--- config.mk ---
export PLATFORM = sky130hd
export DESIGN_NAME = mbox_requester
export DESIGN_NICKNAME = d
export VERILOG_FILES = /design/src/rtl/mbox_pkg.sv /design/src/rtl/mbox_req_stamp.sv /design/src/rtl/mbox_poll_timer.sv /design/src/rtl/mbox_rsp_check.sv /design/src/rtl/mbox_requester.sv
export SDC_FILE = /design/constraint.sdc
export NUM_CORES = 1
export LEC_CHECK = 0
export CAP_MARGIN = 0
export CORE_AREA = 3 3 270 272
export CTS_BUF_LIST = sky130_fd_sc_hd__clkbuf_4
export CTS_CLUSTER_DIAMETER = 30
export DETAILED_ROUTE_END_ITERATION = 10
export DIE_AREA = 0 0 273 275
export GPL_ROUTABILITY_DRIVEN = 0
export HOLD_SLACK_MARGIN = 0.03
export PLACE_DENSITY = 0.64
export SLEW_MARGIN = 20
export SYNTH_ARGS = -nofsm -noshare
export SYNTH_HDL_FRONTEND = slang
export SYNTH_SLANG_ARGS = --single-unit
--- constraint.sdc ---
create_clock -name clk -period 5.8 [get_ports clk]
set_input_delay 1.16 -clock clk [delete_from_list [all_inputs] [get_ports clk]]
set_output_delay 1.16 -clock clk [all_outputs]
set_load 0.005 [all_outputs]
--- src/rtl/mbox_pkg.sv ---
package mbox_pkg;
   localparam int unsigned WORD_W = 64;
   typedef logic [WORD_W-1:0] word_t;

   typedef enum logic [1:0] {
      ERR_OK          = 2'd0,
      ERR_REMOTE_BUSY = 2'd1,
      ERR_TIMEOUT     = 2'd2,
      ERR_BAD_REPLY   = 2'd3
   } err_e;

   typedef enum logic [3:0] {
      S_IDLE, S_PROBE, S_REQ, S_RING, S_POLL, S_GAP, S_RSP, S_ACK, S_CHECK
   } state_e;

   localparam logic [11:0] OFS_REQ     = 12'h050;
   localparam logic [11:0] OFS_RSP     = 12'h054;
   localparam logic [11:0] OFS_RDB     = 12'h060;
   localparam logic [11:0] OFS_RDB_SET = 12'h062;
   localparam logic [11:0] OFS_LDB     = 12'h063;
   localparam logic [11:0] OFS_LDB_CLR = 12'h064;

   localparam word_t RING_VAL  = 64'h8000_0000_0000_0000;
   localparam word_t CLEAR_VAL = 64'h7FFF_FFFF_FFFF_FFFF;
   localparam word_t PRESET_W0 = '1;
endpackage

--- src/rtl/mbox_req_stamp.sv ---
module mbox_req_stamp
   import mbox_pkg::*;
#(
   parameter int unsigned NW = 4
) (
   input  logic [NW-1:0][WORD_W-1:0] raw,
   input  logic [15:0]               seq,
   output logic [NW-1:0][WORD_W-1:0] stamped
);
   for (genvar i = 0; i < NW; i++) begin : g_word
      if (i == 0) begin : g_hdr
         assign stamped[i] = {raw[i][63:32], seq, raw[i][15:0]};
      end else begin : g_pass
         assign stamped[i] = raw[i];
      end
   end
endmodule

--- src/rtl/mbox_poll_timer.sv ---
module mbox_poll_timer #(
   parameter int unsigned      POLL_CYC  = 1250,
   parameter longint unsigned  SHORT_LIM = 64'd12_500_000,
   parameter longint unsigned  LONG_LIM  = 64'd3_750_000_000
) (
   input  logic clk,
   input  logic rst_n,
   input  logic clear,
   input  logic long_sel,
   input  logic wait_en,
   output logic wait_done,
   output logic expired
);
   localparam int EL_W = $clog2(LONG_LIM + 64'(POLL_CYC)) + 1;

   if (POLL_CYC < 1) begin : g_bad_poll
      $error("mbox_poll_timer: POLL_CYC must be at least 1");
   end
   if (LONG_LIM < SHORT_LIM) begin : g_bad_lim
      $error("mbox_poll_timer: LONG_LIM must not be below SHORT_LIM");
   end

   logic [EL_W-1:0] elapsed_q;

   always_ff @(posedge clk) begin
      if (!rst_n)       elapsed_q <= '0;
      else if (clear)   elapsed_q <= '0;
      else if (wait_en) elapsed_q <= elapsed_q + 1'b1;
   end

   if (POLL_CYC == 1) begin : g_single
      assign wait_done = wait_en;
   end else begin : g_count
      localparam int IV_W = $clog2(POLL_CYC);
      logic [IV_W-1:0] iv_q;
      always_ff @(posedge clk) begin
         if (!rst_n || !wait_en)              iv_q <= '0;
         else if (iv_q == IV_W'(POLL_CYC - 1)) iv_q <= '0;
         else                                  iv_q <= iv_q + 1'b1;
      end
      assign wait_done = wait_en && (iv_q == IV_W'(POLL_CYC - 1));
   end

   assign expired = elapsed_q > (long_sel ? EL_W'(LONG_LIM) : EL_W'(SHORT_LIM));
endmodule

--- src/rtl/mbox_rsp_check.sv ---
module mbox_rsp_check
   import mbox_pkg::*;
(
   input  logic [63:16] hdr,
   input  logic [15:0]  seq_sent,
   output err_e         verdict
);
   logic status_bad;
   logic seq_bad;
   assign status_bad = (hdr[63:48] != 16'h0) || (hdr[47:32] != 16'h0);
   assign seq_bad    = hdr[31:16] != seq_sent;
   assign verdict    = (status_bad || seq_bad) ? ERR_BAD_REPLY : ERR_OK;
endmodule

--- src/rtl/mbox_requester.sv ---
module mbox_requester
   import mbox_pkg::*;
#(
   parameter int unsigned               ADDR_W    = 32,
   parameter logic [ADDR_W-1:0]         BASE_ADDR = '0,
   parameter int unsigned               NW        = 4,
   parameter int unsigned               POLL_CYC  = 1250,
   parameter longint unsigned           SHORT_LIM = 64'd12_500_000,
   parameter longint unsigned           LONG_LIM  = 64'd3_750_000_000
) (
   input  logic                      clk,
   input  logic                      rst_n,
   input  logic                      start,
   input  logic [NW-1:0][WORD_W-1:0] req_words,
   input  logic [NW-1:0]             req_mask,
   input  logic [NW-1:0]             rsp_mask,
   input  logic                      long_wait,
   output logic                      busy,
   output logic                      done,
   output logic [1:0]                err,
   output logic [NW-1:0][WORD_W-1:0] rsp_words,
   output logic                      bus_req,
   output logic                      bus_we,
   output logic [ADDR_W-1:0]         bus_addr,
   output logic [WORD_W-1:0]         bus_wdata,
   input  logic                      bus_ack,
   input  logic [WORD_W-1:0]         bus_rdata
);
   localparam int IDX_W = (NW > 1) ? $clog2(NW) : 1;
   localparam logic [IDX_W-1:0] LAST_IDX = IDX_W'(NW - 1);

   if (NW < 1 || NW > 4) begin : g_bad_nw
      $error("mbox_requester: NW must be 1 to 4");
   end
   if (ADDR_W < 12) begin : g_bad_aw
      $error("mbox_requester: ADDR_W must be at least 12");
   end

   state_e                    state_q;
   logic [IDX_W-1:0]          idx_q;
   logic [15:0]               seq_q;
   logic [NW-1:0][WORD_W-1:0] req_q;
   logic [NW-1:0][WORD_W-1:0] stamped;
   logic [NW-1:0]             qmask_q;
   logic [NW-1:0]             rmask_q;
   logic                      long_q;
   logic [NW-1:0][WORD_W-1:0] rsp_q;
   err_e                      err_q;
   logic                      done_q;
   err_e                      verdict;
   logic                      wait_done;
   logic                      expired;
   logic                      last_idx;

   assign last_idx = (idx_q == LAST_IDX);

   mbox_req_stamp #(.NW(NW)) u_stamp (
      .raw     (req_q),
      .seq     (seq_q),
      .stamped (stamped)
   );

   mbox_poll_timer #(
      .POLL_CYC  (POLL_CYC),
      .SHORT_LIM (SHORT_LIM),
      .LONG_LIM  (LONG_LIM)
   ) u_timer (
      .clk       (clk),
      .rst_n     (rst_n),
      .clear     (state_q == S_IDLE),
      .long_sel  (long_q),
      .wait_en   (state_q == S_GAP),
      .wait_done (wait_done),
      .expired   (expired)
   );

   mbox_rsp_check u_check (
      .hdr      (rsp_q[0][63:16]),
      .seq_sent (seq_q),
      .verdict  (verdict)
   );

   always_comb begin
      bus_req   = 1'b0;
      bus_we    = 1'b0;
      bus_addr  = BASE_ADDR;
      bus_wdata = '0;
      unique case (state_q)
         S_PROBE: begin
            bus_req  = 1'b1;
            bus_addr = BASE_ADDR + ADDR_W'(OFS_RDB);
         end
         S_REQ: begin
            bus_req   = qmask_q[idx_q];
            bus_we    = 1'b1;
            bus_addr  = BASE_ADDR + ADDR_W'(OFS_REQ) + ADDR_W'(idx_q);
            bus_wdata = stamped[idx_q];
         end
         S_RING: begin
            bus_req   = 1'b1;
            bus_we    = 1'b1;
            bus_addr  = BASE_ADDR + ADDR_W'(OFS_RDB_SET);
            bus_wdata = RING_VAL;
         end
         S_POLL: begin
            bus_req  = 1'b1;
            bus_addr = BASE_ADDR + ADDR_W'(OFS_LDB);
         end
         S_RSP: begin
            bus_req  = rmask_q[idx_q];
            bus_addr = BASE_ADDR + ADDR_W'(OFS_RSP) + ADDR_W'(idx_q);
         end
         S_ACK: begin
            bus_req   = 1'b1;
            bus_we    = 1'b1;
            bus_addr  = BASE_ADDR + ADDR_W'(OFS_LDB_CLR);
            bus_wdata = CLEAR_VAL;
         end
         default: ;
      endcase
   end

   always_ff @(posedge clk) begin
      if (!rst_n) begin
         state_q <= S_IDLE;
         idx_q   <= '0;
         seq_q   <= '0;
         req_q   <= '0;
         qmask_q <= '0;
         rmask_q <= '0;
         long_q  <= 1'b0;
         rsp_q   <= '0;
         rsp_q[0] <= PRESET_W0;
         err_q   <= ERR_OK;
         done_q  <= 1'b0;
      end else begin
         done_q <= 1'b0;
         unique case (state_q)
            S_IDLE: begin
               if (start) begin
                  seq_q    <= seq_q + 16'd1;
                  req_q    <= req_words;
                  qmask_q  <= req_mask;
                  rmask_q  <= rsp_mask;
                  long_q   <= long_wait;
                  rsp_q    <= '0;
                  rsp_q[0] <= PRESET_W0;
                  idx_q    <= '0;
                  state_q  <= S_PROBE;
               end
            end
            S_PROBE: begin
               if (bus_ack) begin
                  if (bus_rdata[63]) begin
                     err_q   <= ERR_REMOTE_BUSY;
                     done_q  <= 1'b1;
                     state_q <= S_IDLE;
                  end else begin
                     idx_q   <= '0;
                     state_q <= S_REQ;
                  end
               end
            end
            S_REQ: begin
               if (!qmask_q[idx_q] || bus_ack) begin
                  if (last_idx) state_q <= S_RING;
                  else          idx_q   <= idx_q + 1'b1;
               end
            end
            S_RING: begin
               if (bus_ack) state_q <= S_POLL;
            end
            S_POLL: begin
               if (bus_ack) begin
                  if (bus_rdata[63]) begin
                     idx_q   <= '0;
                     state_q <= S_RSP;
                  end else if (expired) begin
                     err_q   <= ERR_TIMEOUT;
                     done_q  <= 1'b1;
                     state_q <= S_IDLE;
                  end else begin
                     state_q <= S_GAP;
                  end
               end
            end
            S_GAP: begin
               if (wait_done) state_q <= S_POLL;
            end
            S_RSP: begin
               if (!rmask_q[idx_q] || bus_ack) begin
                  if (rmask_q[idx_q]) rsp_q[idx_q] <= bus_rdata;
                  if (last_idx) state_q <= S_ACK;
                  else          idx_q   <= idx_q + 1'b1;
               end
            end
            S_ACK: begin
               if (bus_ack) state_q <= S_CHECK;
            end
            S_CHECK: begin
               err_q   <= verdict;
               done_q  <= 1'b1;
               state_q <= S_IDLE;
            end
            default: state_q <= S_IDLE;
         endcase
      end
   end

   assign busy      = (state_q != S_IDLE);
   assign done      = done_q;
   assign err       = err_q;
   assign rsp_words = rsp_q;
endmodule

==> flow_summary.yaml, run 1 <==
timing:
  finalSetupViolCount: 0
  drv_slew: 0
  finalHoldViolations: 0
  rsz0062_at_grt: "false"
  fmax_mhz: 201
  final.setup.tns_ns: 0
  clock-skew-final_ns: 0.0859
  relSlewSlack: 0.309
  holdWs_ns: 0.449
  fin_crit_sh: 0.859
  postLayoutSetupSlackWorst_ns: 0.815
  min_period_ns: 4.99
  worst_slew_pin_slew_ns: 1.04
yosys:
  syn_inst: 2669
  ys_seq_area_frac: 0.495
  synth_enable_flop_cells: 0
  ys_seq_elements: 574
  yosysUniqueCellTypes: 63
  synth_top_cells_by_area: "dfxtp_1 (50%), nand2_1 (12%), a21oi_1 (7.1%)"
  synth_top_area_frac: 0.495
  synth_warnings: 0
  synth_area_um2: 23200
  async_reset_ff_frac: 0
  synth_ff_type: "dfxtp_1"
  synth.most_common_cell: "nand2_1"
  synth.top_cells.by_count: "nand2_1 (721), dfxtp_1 (574), a21oi_1 (327)"
  syn_avg_cell_area_um2: 8.69
  yosys.area.top_type: "dfxtp_1"
worst_setup_path:
  crit_type: "flip-flop to output pin"
  critPathArrivalTime_ns: 3.83
  start_kind: "flip-flop"
  cp_num_buf_inv: 1
  crit_path_end_kind: "output pin"
  path_cells: "nor2b_1 > nand3_4 > nand2_1 > clkdlybuf4s50_1"
  crit_required_ns: 4.64
  crit_family: "simple AND/OR/NAND/NOR gates"
  cp_slowest_cell: "dfxtp_1"
  cp_max_fo: 58
  critPathMaxStageDelay_ns: 0.70
detailed_routing:
  first_pass_iters: 5
  wl_per_cell_um: 19.7
  drt_iter0_markers: 1394
  route.detailed.drc: 0
  finalWirelength_mm: 86.2
  final_antenna_net_count: 0
  vias: 21600
  routed_via_density: 4.94
final_layout:
  seq_area_um2: 11500
  design_area_um2: 32300
  syn_to_final_growth_pct: 39.3
  fill_cells: 7103
  multiInputGateArea_um2: 10700
  num-nets-final: 3660
  drive_gt1_frac: 0.111
floorplanning:
  die_h_um: 275
  fp.coreArea_um2: 71000
  row_count: 98
  die_area_um2: 75100
  die_w_um: 273
  initial_utilization: 0.327
  io_pins: 691
flow_run:
  max_cap_violations: 0
global_routing:
  gr-usage-all-layers: 0.221
  grt_pass1_wl_mm: 127
  grt_max_degree: 171
  first_global_vias: 20800
  antenna_found_initial: 13
  grt-ovfl-total: 0
clocking:
  hold_buffers: 0
  insertion_delay_ns: 0.97
  htreeDepth: 4
  numClockSinks: 574
  clk_root_buffer_cell: "clkbuf_4"
  clockBufferDepth: 3
  cts_tree: "done"
  clkTransAtPathRegs_ns: 0.06
  numCtsBuffers: 163
  postCtsSetupBuffers: 0
  cts_resized: 0
placement:
  pre_cts_slack_ns: 1.70
  hpwl_mm: 59.6
  postPlaceCellArea_um2: 30200
  portBuffers: 648
power:
  powerDensity_nw_per_um2: 312
  leakagePower_nw: 12.0
  peakVddDrop_mv: 0.203
  power_w: 0.0101
hold_path:
  hold_path_class: "flip-flop to flip-flop"
status:
  outcome: "finished, final reports clean"
==> metal layers <==
layer	track usage	share of wire	vias up
met4	0.0941	0.033	4
li1	-	-	10500
met2	0.368	0.47	791
met5	0	0.00026	-
met1	0.251	0.39	10200
met3	0.0904	0.099	167
==> placed cells by master (no fill, tap or decap), types with 7 or more instances in the layout <==
cell,Yosys,routed
nand2_1,721,719
clkdlybuf4s50_1,0,647
dfxtp_1,574,572
a21oi_1,327,327
clkbuf_4,0,229
nor2_1,144,144
a22o_1,128,128
nand3_1,84,83
o21ai_0,71,71
nor3_1,70,70
mux4_2,66,66
xor2_1,50,50
ha_1,26,26
conb_1,1,26
clkinv_1,1,24
buf_4,26,23
xnor2_1,20,20
nand4_1,19,19
nor4_1,16,16
inv_1,13,13
diode_2,0,11
and3_1,11,11
clkinv_2,0,10
and4_1,8,8
nor2b_1,7,7
and2_1,10,7
or3_1,7,7
==> flip-flops by register name, indices dropped and copies added (netlist names), 2 cells and up <==
signal,flops
err,2
idx_q,2
rmask_q,4
u_timer.elapsed_q,33
state_q,4
rsp_words,256
u_timer.g_count.iv_q,11
req_q,240
seq_q,16
qmask_q,4
==> worst reg2reg max path: stages (launching register included) <==
cell and delay, ns:
dfxtp_4 0.93, mux4_2 0.76, a31oi_2 0.50, nor2_1 0.16, nor2_4 0.76, buf_4 0.42, a22o_1 0.20
==> per-stage QoR <==
| step | instances | util |
|---|---|---|
| final | 4375 | 0.455 |
| after global placement | 4085 | 0.426 |
| after CTS | 4363 | 0.455 |
| after floorplan | 2694 | - |
| after detailed placement | 4085 | 0.426 |
| after global routing | 4370 | 0.455 |
==> cell families (layout without fill, tap and decap cells) <==
group / count (synthesis) / count (layout) / synth area share
AND/OR/NAND/NOR: 1127 / 1127 / 0.207
flip-flops: 574 / 574 / 0.495
AO/OA/AOI/OAI: 554 / 554 / 0.144
buffers and inverters: 249 / 969 / 0.0482
XOR/XNOR: 70 / 70 / 0.0264
multiplexers: 68 / 68 / 0.0650
adder cells (fa/ha/maj): 26 / 26 / 0.0140
other: 1 / 37 / 0.000162
==> power breakdown <==
group | internal [W] | total [W] | switching (W)
Combinational | 0.000711 | 0.00191 | 0.00120
Sequential | 0.00425 | 0.00446 | 0.000211
Clock | 0.00192 | 0.00371 | 0.00179
==> cell type report <==
class | instances | share of cell area
Sequential cell | 574 | 0.356
Multi-Input combinational cell | 1871 | 0.332
Timing Repair Buffer | 677 | 0.209
Clock buffer | 229 | 0.0532
Tap cell | 950 | 0.0368
Clock inverter | 49 | 0.00991
Inverter | 14 | 0.00186
Antenna cell | 11 | 0.000852
==> final timing paths <==
check                                from                         end  slack (ns)  cells after the start
setup / recovery  state_q[2]$_SDFFE_PN0P_                bus_wdata[4]        0.81                      4
hold / removal    req_q[132]$_SDFFE_PN0P_     req_q[132]$_SDFFE_PN0P_        0.45                      2
setup reg to reg    idx_q[0]$_SDFFE_PN0P_  rsp_words[65]$_SDFFE_PN0P_        2.02                      6
hold reg to reg   req_q[132]$_SDFFE_PN0P_     req_q[132]$_SDFFE_PN0P_        0.45                      2
Note: power is estimated with default switching activity, not from simulation.
==> run 2, diff against run 1 <==
Settings changed: CTS_CLUSTER_DIAMETER 30 to 80.
==> flow_summary.yaml, run 2 (same netlist as run 1, synthesis figures left out) <==
status:
  outcome: "finished, final reports clean"
detailed_routing:
  wl_per_cell_um: 19.7
  vias: 21700
  drt_iter0_markers: 1342
  final_antenna_net_count: 0
  route.detailed.drc: 0
  routed_via_density: 4.96
  finalWirelength_mm: 86.2
  first_pass_iters: 5
clocking:
  numCtsBuffers: 157
  htreeDepth: 4
  insertion_delay_ns: 0.99
  cts_resized: 0
  clkTransAtPathRegs_ns: 0.07
  cts_tree: "done"
  postCtsSetupBuffers: 0
  numClockSinks: 574
  hold_buffers: 0
  clockBufferDepth: 3
  clk_root_buffer_cell: "clkbuf_4"
worst_setup_path:
  start_kind: "flip-flop"
  crit_required_ns: 4.64
  critPathArrivalTime_ns: 3.82
  r2r-start: "idx_q[0]$_SDFFE_PN0P_"
  r2r_slack_ns: 2.02
  crit_path_end_kind: "output pin"
  cp_max_fo: 58
  crit_type: "flip-flop to output pin"
  rr_worst_depth: 6
  r2r-end: "rsp_words[79]$_SDFFE_PN0P_"
final_layout:
  final_cell_mix: "nand2_1 (719), clkdlybuf4s50_1 (647), dfxtp_1 (572)"
  final_util: 0.455
  final_common_cell: "nand2_1"
  design_area_um2: 32300
  num-nets-final: 3654
  drive_gt1_frac: 0.112
  fill_cells: 7093
  largest_reg_flops: 256
  syn_to_final_growth_pct: 39.2
hold_path:
  min_from: "rsp_words[209]$_SDFFE_PN0P_"
  whs_path_depth: 2
  min_to: "rsp_words[209]$_SDFFE_PN0P_"
  hold_path_class: "flip-flop to flip-flop"
placement:
  portBuffers: 648
  pre_cts_slack_ns: 1.70
  postPlaceCellArea_um2: 30200
  hpwl_mm: 59.6
timing:
  final.setup.tns_ns: 0
  postLayoutSetupSlackWorst_ns: 0.823
  drv_slew: 0
  finalHoldViolations: 0
  fmax_mhz: 201
  finalSetupViolCount: 0
  relSlewSlack: 0.306
  min_period_ns: 4.98
  fin_crit_sh: 0.858
  worst_slew_pin_slew_ns: 1.04
  clock-skew-final_ns: 0.0853
  rsz0062_at_grt: "false"
floorplanning:
  die_w_um: 273
  fp.coreArea_um2: 71000
  io_pins: 691
  row_count: 98
  die_h_um: 275
  die_area_um2: 75100
  initial_utilization: 0.327
power:
  peakVddDrop_mv: 0.202
  leakagePower_nw: 12.0
  powerDensity_nw_per_um2: 311
  power_w: 0.0100
global_routing:
  grt_pass1_wl_mm: 127
  first_global_vias: 20700
  gr-usage-all-layers: 0.221
  grt_max_degree: 171
  grt-ovfl-total: 0
  antenna_found_initial: 12
flow_run:
  max_cap_violations: 0
run 2: how the worst max path moves through the flow:
stage                               end  cells past startpoint  slack (ns)                    start
final                     bus_wdata[24]                      5        0.82  state_q[2]$_SDFFE_PN0P_
after global routing      bus_wdata[24]                      5        0.40  state_q[2]$_SDFFE_PN0P_
after CTS                 bus_wdata[24]                      5        0.57  state_q[2]$_SDFFE_PN0P_
after detailed placement  bus_wdata[24]                      5        1.70  state_q[2]$_SDFFE_PN0P_
after global placement    bus_wdata[23]                      5        1.73  state_q[2]$_SDFFE_PN0P_
after floorplan           bus_wdata[11]                      6        2.65    idx_q[0]$_SDFFE_PN0P_
run 2: metal layers:
layer  GRT usage  vias up  share of wire
met3      0.0883      150          0.097
met1       0.252    10300           0.40
met2       0.369      800           0.47
met4      0.0913        6          0.033
met5           0        -        0.00043
li1            -    10500              -
run 2: critical path, cell delays in order (launching register included):
cell             delay, ns
dfxtp_1               0.70
nor2b_1               0.43
nand3_4               0.67
buf_4                 0.48
nand2_1               0.10
clkdlybuf4s50_1       0.51
run 2: power breakdown:
group	switching, W	total (W)	internal (W)
clock network	0.00178	0.00367	0.00189
registers	0.000214	0.00447	0.00425
logic	0.00119	0.00190	0.000711
total	0.00318	0.0100	0.00686
run 2: layout make-up:
class / count / area (µm²) / share of cell area
Inverter: 14 / 60.1 / 0.00186
Antenna cell: 10 / 25.0 / 0.000775
Clock buffer: 239 / 1790 / 0.0556
Tap cell: 950 / 1190 / 0.0368
Sequential cell: 574 / 11500 / 0.356
Clock inverter: 35 / 213 / 0.00659
Multi-Input combinational cell: 1871 / 10700 / 0.333
Timing Repair Buffer: 677 / 6770 / 0.210
run 2: through the flow:
stage,hold slack (ns),cells
2_1_floorplan,0.433,2694
3_3_place_gp,0.438,4085
3_5_place_dp,0.443,4085
4_1_cts,0.451,4359
5_1_grt,0.464,4364
6_report,0.450,4370
